[src/rtl/ptw_pkg.sv]
package ptw_pkg;

  // Entry flag positions; the walker and the memory image both depend on them
  localparam int BIT_P  = 0;
  localparam int BIT_RW = 1;
  localparam int BIT_US = 2;
  localparam int BIT_A  = 5;
  localparam int BIT_D  = 6;

  localparam int NUM_LEVELS = 2;

  typedef enum logic [1:0] {
    CAUSE_NONE   = 2'd0,
    CAUSE_ABSENT = 2'd1,
    CAUSE_USER   = 2'd2,
    CAUSE_WRITE  = 2'd3
  } fault_cause_e;

  typedef enum logic [2:0] {
    ST_IDLE,
    ST_DIR_RD,
    ST_DIR_CHK,
    ST_TBL_RD,
    ST_TBL_CHK,
    ST_DIR_WB,
    ST_TBL_WB,
    ST_RESP
  } walk_state_e;

endpackage

[src/rtl/ptw_perm_check.sv]
module ptw_perm_check
  import ptw_pkg::*;
#(
  parameter int ENTRY_W = 32
) (
  input  logic [ENTRY_W-1:0] entry,
  input  logic               is_write,
  input  logic               is_user,
  output logic               fault,
  output fault_cause_e       cause
);

  // Priority: absent, then user protection, then write protection
  always_comb begin
    cause = CAUSE_NONE;
    if (!entry[BIT_P])
      cause = CAUSE_ABSENT;
    else if (is_user && !entry[BIT_US])
      cause = CAUSE_USER;
    else if (is_user && is_write && !entry[BIT_RW])
      cause = CAUSE_WRITE;
  end

  assign fault = (cause != CAUSE_NONE);

endmodule

[src/rtl/ptw_flag_merge.sv]
module ptw_flag_merge
  import ptw_pkg::*;
#(
  parameter int ENTRY_W = 32
) (
  input  logic [ENTRY_W-1:0] dir_ent,
  input  logic [ENTRY_W-1:0] tbl_ent,
  input  logic               is_write,
  output logic [ENTRY_W-1:0] dir_new,
  output logic [ENTRY_W-1:0] tbl_new,
  output logic               dir_upd,
  output logic               tbl_upd
);

  localparam logic [ENTRY_W-1:0] MASK_A = ENTRY_W'(1) << BIT_A;
  localparam logic [ENTRY_W-1:0] MASK_D = ENTRY_W'(1) << BIT_D;

  always_comb begin
    dir_new = dir_ent | MASK_A;
    tbl_new = tbl_ent | MASK_A | (is_write ? MASK_D : '0);
    dir_upd = (dir_new != dir_ent);
    tbl_upd = (tbl_new != tbl_ent);
  end

endmodule

[src/rtl/ptw_mem_port.sv]
module ptw_mem_port #(
  parameter int ADDR_W = 32,
  parameter int DATA_W = 32
) (
  input  logic              clk,
  input  logic              rst,
  input  logic              start,
  input  logic              start_we,
  input  logic [ADDR_W-1:0] start_addr,
  input  logic [DATA_W-1:0] start_wdata,
  output logic              mem_req,
  output logic              mem_we,
  output logic [ADDR_W-1:0] mem_addr,
  output logic [DATA_W-1:0] mem_wdata,
  input  logic              mem_ack,
  output logic              fin
);

  assign fin = mem_req && mem_ack;

  // A new start takes priority so accesses may run back to back
  always_ff @(posedge clk) begin
    if (rst) begin
      mem_req   <= 1'b0;
      mem_we    <= 1'b0;
      mem_addr  <= '0;
      mem_wdata <= '0;
    end else if (start) begin
      mem_req   <= 1'b1;
      mem_we    <= start_we;
      mem_addr  <= start_addr;
      mem_wdata <= start_wdata;
    end else if (fin) begin
      mem_req <= 1'b0;
      mem_we  <= 1'b0;
    end
  end

endmodule

[src/rtl/pt_walker.sv]
module pt_walker
  import ptw_pkg::*;
#(
  parameter int ADDR_W = 32,
  parameter int OFFS_W = 12
) (
  input  logic                     clk,
  input  logic                     rst,
  input  logic [ADDR_W-OFFS_W-1:0] dir_base,
  input  logic                     req_valid,
  output logic                     req_ready,
  input  logic [ADDR_W-1:0]        req_vaddr,
  input  logic                     req_write,
  input  logic                     req_user,
  output logic                     mem_req,
  output logic                     mem_we,
  output logic [ADDR_W-1:0]        mem_addr,
  output logic [ADDR_W-1:0]        mem_wdata,
  input  logic                     mem_ack,
  input  logic [ADDR_W-1:0]        mem_rdata,
  output logic                     done,
  output logic                     resp_fault,
  output logic [ADDR_W-1:0]        resp_paddr,
  output logic                     fault_level,
  output logic [1:0]               fault_cause,
  output logic [ADDR_W-1:0]        fault_vaddr
);

  localparam int FRAME_W     = ADDR_W - OFFS_W;
  localparam int IDX_W       = FRAME_W / NUM_LEVELS;
  localparam int ENTRY_BYTES = ADDR_W / 8;
  localparam int ENT_SH      = $clog2(ENTRY_BYTES);

  walk_state_e st, st_n;

  logic [ADDR_W-1:0] va_q;
  logic              wr_q, usr_q;
  logic [ADDR_W-1:0] dir_addr_q;
  logic [ADDR_W-1:0] ent_q [NUM_LEVELS];
  logic              flt_q, lvl_q;
  fault_cause_e      cause_q;

  logic              mp_start, mp_we, mp_fin;
  logic [ADDR_W-1:0] mp_addr, mp_wdata;

  logic [NUM_LEVELS-1:0] lvl_fault;
  fault_cause_e          lvl_cause [NUM_LEVELS];

  logic [ADDR_W-1:0] dir_new, tbl_new;
  logic              dir_upd, tbl_upd;

  logic [ADDR_W-1:0] tbl_addr, paddr;

  assign tbl_addr  = {ent_q[0][ADDR_W-1 -: FRAME_W], va_q[OFFS_W +: IDX_W], {ENT_SH{1'b0}}};
  assign paddr     = {ent_q[1][ADDR_W-1 -: FRAME_W], va_q[OFFS_W-1:0]};
  assign req_ready = (st == ST_IDLE);

  // One permission checker per level
  for (genvar g = 0; g < NUM_LEVELS; g++) begin : g_lvl
    ptw_perm_check #(.ENTRY_W(ADDR_W)) u_perm (
      .entry    (ent_q[g]),
      .is_write (wr_q),
      .is_user  (usr_q),
      .fault    (lvl_fault[g]),
      .cause    (lvl_cause[g])
    );
  end

  ptw_flag_merge #(.ENTRY_W(ADDR_W)) u_merge (
    .dir_ent  (ent_q[0]),
    .tbl_ent  (ent_q[1]),
    .is_write (wr_q),
    .dir_new  (dir_new),
    .tbl_new  (tbl_new),
    .dir_upd  (dir_upd),
    .tbl_upd  (tbl_upd)
  );

  ptw_mem_port #(.ADDR_W(ADDR_W), .DATA_W(ADDR_W)) u_port (
    .clk         (clk),
    .rst         (rst),
    .start       (mp_start),
    .start_we    (mp_we),
    .start_addr  (mp_addr),
    .start_wdata (mp_wdata),
    .mem_req     (mem_req),
    .mem_we      (mem_we),
    .mem_addr    (mem_addr),
    .mem_wdata   (mem_wdata),
    .mem_ack     (mem_ack),
    .fin         (mp_fin)
  );

  // Sequencer: next state and memory access launch
  always_comb begin
    st_n     = st;
    mp_start = 1'b0;
    mp_we    = 1'b0;
    mp_addr  = tbl_addr;
    mp_wdata = '0;
    unique case (st)
      ST_IDLE: begin
        mp_addr = {dir_base, req_vaddr[ADDR_W-1 -: IDX_W], {ENT_SH{1'b0}}};
        if (req_valid) begin
          mp_start = 1'b1;
          st_n     = ST_DIR_RD;
        end
      end
      ST_DIR_RD:  if (mp_fin) st_n = ST_DIR_CHK;
      ST_DIR_CHK: begin
        if (lvl_fault[0]) begin
          st_n = ST_RESP;
        end else begin
          mp_start = 1'b1;
          st_n     = ST_TBL_RD;
        end
      end
      ST_TBL_RD:  if (mp_fin) st_n = ST_TBL_CHK;
      ST_TBL_CHK: begin
        if (lvl_fault[1]) begin
          st_n = ST_RESP;
        end else if (dir_upd) begin
          mp_start = 1'b1;
          mp_we    = 1'b1;
          mp_addr  = dir_addr_q;
          mp_wdata = dir_new;
          st_n     = ST_DIR_WB;
        end else if (tbl_upd) begin
          mp_start = 1'b1;
          mp_we    = 1'b1;
          mp_wdata = tbl_new;
          st_n     = ST_TBL_WB;
        end else begin
          st_n = ST_RESP;
        end
      end
      ST_DIR_WB: begin
        if (mp_fin) begin
          if (tbl_upd) begin
            mp_start = 1'b1;
            mp_we    = 1'b1;
            mp_wdata = tbl_new;
            st_n     = ST_TBL_WB;
          end else begin
            st_n = ST_RESP;
          end
        end
      end
      ST_TBL_WB: if (mp_fin) st_n = ST_RESP;
      ST_RESP:   st_n = ST_IDLE;
      default:   st_n = ST_IDLE;
    endcase
  end

  always_ff @(posedge clk) begin
    if (rst) begin
      st          <= ST_IDLE;
      va_q        <= '0;
      wr_q        <= 1'b0;
      usr_q       <= 1'b0;
      dir_addr_q  <= '0;
      ent_q[0]    <= '0;
      ent_q[1]    <= '0;
      flt_q       <= 1'b0;
      lvl_q       <= 1'b0;
      cause_q     <= CAUSE_NONE;
      done        <= 1'b0;
      resp_fault  <= 1'b0;
      resp_paddr  <= '0;
      fault_level <= 1'b0;
      fault_cause <= 2'd0;
      fault_vaddr <= '0;
    end else begin
      st   <= st_n;
      done <= 1'b0;

      if (st == ST_IDLE && req_valid) begin
        va_q       <= req_vaddr;
        wr_q       <= req_write;
        usr_q      <= req_user;
        dir_addr_q <= mp_addr;
        flt_q      <= 1'b0;
        lvl_q      <= 1'b0;
        cause_q    <= CAUSE_NONE;
      end

      if (st == ST_DIR_RD && mp_fin) ent_q[0] <= mem_rdata;
      if (st == ST_TBL_RD && mp_fin) ent_q[1] <= mem_rdata;

      if (st == ST_DIR_CHK && lvl_fault[0]) begin
        flt_q   <= 1'b1;
        lvl_q   <= 1'b0;
        cause_q <= lvl_cause[0];
      end
      if (st == ST_TBL_CHK && lvl_fault[1]) begin
        flt_q   <= 1'b1;
        lvl_q   <= 1'b1;
        cause_q <= lvl_cause[1];
      end

      if (st == ST_RESP) begin
        done        <= 1'b1;
        resp_fault  <= flt_q;
        fault_level <= lvl_q;
        fault_cause <= cause_q;
        fault_vaddr <= flt_q ? va_q : '0;
        resp_paddr  <= flt_q ? '0 : paddr;
      end
    end
  end

endmodule

[config.mk]
export PLATFORM = sky130hd
export DESIGN_NAME = pt_walker
export DESIGN_NICKNAME = d
export VERILOG_FILES = /design/src/rtl/ptw_pkg.sv /design/src/rtl/ptw_perm_check.sv /design/src/rtl/ptw_flag_merge.sv /design/src/rtl/ptw_mem_port.sv /design/src/rtl/pt_walker.sv
export SDC_FILE = /design/constraint.sdc
export NUM_CORES = 1
export LEC_CHECK = 0
export BUFFER_PORTS_ARGS = -buffer_cell sky130_fd_sc_hd__buf_2
export CAP_MARGIN = 20
export CORE_MARGIN = 2
export CORE_UTILIZATION = 50
export CTS_CLUSTER_SIZE = 20
export DETAILED_ROUTE_END_ITERATION = 10
export PLACE_DENSITY = 0.77
export REMOVE_ABC_BUFFERS = 1
export SLEW_MARGIN = 20
export SYNTH_ARGS = -nofsm -noshare
export SYNTH_HDL_FRONTEND = slang
export SYNTH_SLANG_ARGS = --single-unit
[constraint.sdc]
create_clock -name clk -period 2.8 [get_ports clk]
set_input_delay 0.14 -clock clk [delete_from_list [all_inputs] [get_ports clk]]
set_output_delay 0.14 -clock clk [all_outputs]
set_load 0.005 [all_outputs]
==> results.toml <==
[run_status]
outcome = "complete, no violations"

[clock_network]
ctsResizeCount = 0
postCtsHoldBufs = 76
cts-root-buf = "clkbuf_16"
htreeDepth = 1
numCtsBuffers = 28
clk_path_buf_depth = 3
cts_tree = "yes"
clk_latency_ns = 0.54
clock_sinks = 272
clk_pin_slew_ns = 0.06
post_cts_buffers = 0

[route]
wl_per_cell_um = 19.5
dr.pass1.iters = 5
via_count = 10336
via_per_inst = 5.99
drt_iter0_markers = 930
drc = 0
wl_um = 33600
drtAntennaViolNets = 0

[synth]
synth_edf_count = 64
yosys-top-cells-count = "dfxtp_1 (208), nand2_1 (179), a21oi_1 (161), clkbuf_1 (89), nand3_1 (89)"
syn_area_per_cell_um2 = 9.48
syn-cell-area_um2 = 11100
synth_top_family_by_area = "compound AO/OA/AOI/OAI gates"
synthSimpleGateAreaFrac = 0.173
synth_adder_area_share = 0
synth_top_area_frac = 0.375
async_flop_share = 0
ys.warnings.count = 0
ys.flop_type = "dfxtp_1"
synthMuxAreaShare = 0.00191
yosysSeqAreaShare = 0.547
synth_cell_types = 55
synthCells = 1173
yosysTopAreaCell = "dfxtp_1"
yosys-top-cells-area = "dfxtp_1 (37%), edfxtp_1 (17%), a21oi_1 (7.2%)"
synth.most_common_cell = "dfxtp_1"
synth-xor-area-share = 0
synth_seq_cells = 272
synth-compound-area-share = 0.233

[layout]
syn_to_final_growth_pct = 27.8
regArea_um2 = 6090
multiInputGateArea_um2 = 4630
antenna-diode-count = 0
drive_above_1_share = 0.228
nFillCells = 1776
final_cells = 1726
layout.nets = 1516

[floorplanning]
die_h_um = 153
die-area_um2 = 23400
start_util = 0.509
rows = 54
dieWidth_um = 153
num_io_pins = 226
coreArea_um2 = 21800

[setup_path]
endpoint_kind = "flop"
required_ns = 3.19
cpPeakStageDelay_ns = 0.51
crit_buf_inv = 1
critPathMaxFanout = 23
crit_chain = "nor2_4 > buf_4 > nand2_1 > o32ai_1 > a21o_1 > o21ai_0"
crit_slowest_cell = "nand2_1"
crit_type = "reg -> reg"
cp-start-kind = "flop"
rrSetupSlack_ns = 0.30
crit_family = "simple AND/OR/NAND/NOR gates"
worstPathArrival_ns = 2.89

[timing]
worstMarginPinSlew_ns = 0.974
slew_violations = 0
timing.hold.ws_ns = 0.00753
hold_viol = 0
max_freq_mhz = 400
setup_viol = 0
worst_clock_skew_ns = 0.0161
fin_crit_sh = 0.894
rsz0062_at_grt = "false"
period_needed_ns = 2.50
worst_slew_margin_rel = 0.349

[global_route]
grt_util_met2 = 0.454
antenna_found_initial = 1
grt_pass1_vias = 9895
overflow = 0
grt_use_met3 = 0.0448
track_usage = 0.274
grt_max_degree = 85
grt_pass1_wl_um = 53000
met1_usage = 0.367
busiest_layer = "met2"

[power]
p_leak_nw = 5.73
ir_worst_vdd_uv = 555
power_density_nw_per_um2 = 818

[run]
maxCapViolCount = 0

[place]
gp_congestion = 0.934
hpwl_um = 20500
io_buffers = 225
place_inst = 1600

[hold_path]
hold_class = "in -> reg"
==> cell type report <==
type	instances	share of cell area
Sequential cell	272	0.429
Multi-Input combinational cell	781	0.326
Timing Repair Buffer	336	0.154
Clock buffer	46	0.0621
Tap cell	280	0.0247
Clock inverter	4	0.00335
Inverter	7	0.00185
==> stage by stage <==
stage               setup slack [ns]  setup TNS [ns]  cell area, um2  total power [W]   util
detailed placement             0.370               0           12500          0.00784  0.573
CTS                            0.327               0           14200           0.0116  0.651
floorplan                      -2.72         -262.36           10700          0.00661      -
global route                   0.169               0           14200           0.0121  0.651
finish                         0.297               0           14200           0.0116  0.651
global placement               0.431               0           12500          0.00777  0.573
==> report_power, final <==
group	switching, W	internal [W]	leakage (nW)
combinational	0.00183	0.00114	2.92
sequential	0.000407	0.00453	2.35
clock	0.00149	0.00223	0.452
total	0.00373	0.00789	5.73
==> worst reg2reg max path: stages, from the launching register on <==
cell and delay (ns):
dfxtp_1 0.46, nor2_4 0.33, buf_4 0.37, nand2_1 0.52, o32ai_1 0.45, a21o_1 0.17
o21ai_0 0.06
==> routing by layer <==
layer  up-vias  routed length (um)
li1       4790                   -
met1      4913               13700
met2       548               15800
met3        85                2990
met4         0                1120
met5         -                   0
==> state kept, by name, summed over array words and instances, names as in the netlist, 2 cells and up <==
signal,flops
st,3
dir_addr_q,32
fault_vaddr,32
u_port.mem_addr,32
va_q,32
cause_q,2
fault_cause,2
ent_q,64
resp_paddr,32
u_port.mem_wdata,32
==> logic make-up after synthesis <==
group,after synthesis
buf+inv,120
mux,2
simple gates,394
compound gates,385
flops,272
==> worst paths after layout <==
path                                      start                   to  depth (start not counted)
worst min-delay path                        rst       fault_vaddr[6]                          2
worst min register to register  fault_vaddr[25]      fault_vaddr[25]                          2
worst max register to register            st[0]  u_port.mem_addr[15]                          6
worst max-delay path                      st[0]  u_port.mem_addr[15]                          6
==> layout by cell type, fill, tap and decap left out, types with 21 or more instances in the layout <==
cell type and n:
nand3_1 87, a2bb2oi_1 46, a21o_1 23, nand2_1 179, edfxtp_1 64, buf_4 33
dlygate4sd3_1 76, dfxtp_1 207, a22o_1 32, clkbuf_16 31, o22ai_1 21, a21oi_1 161
buf_2 224, nand4b_1 21, and2_1 33
Power figures use the tool's default switching activity.
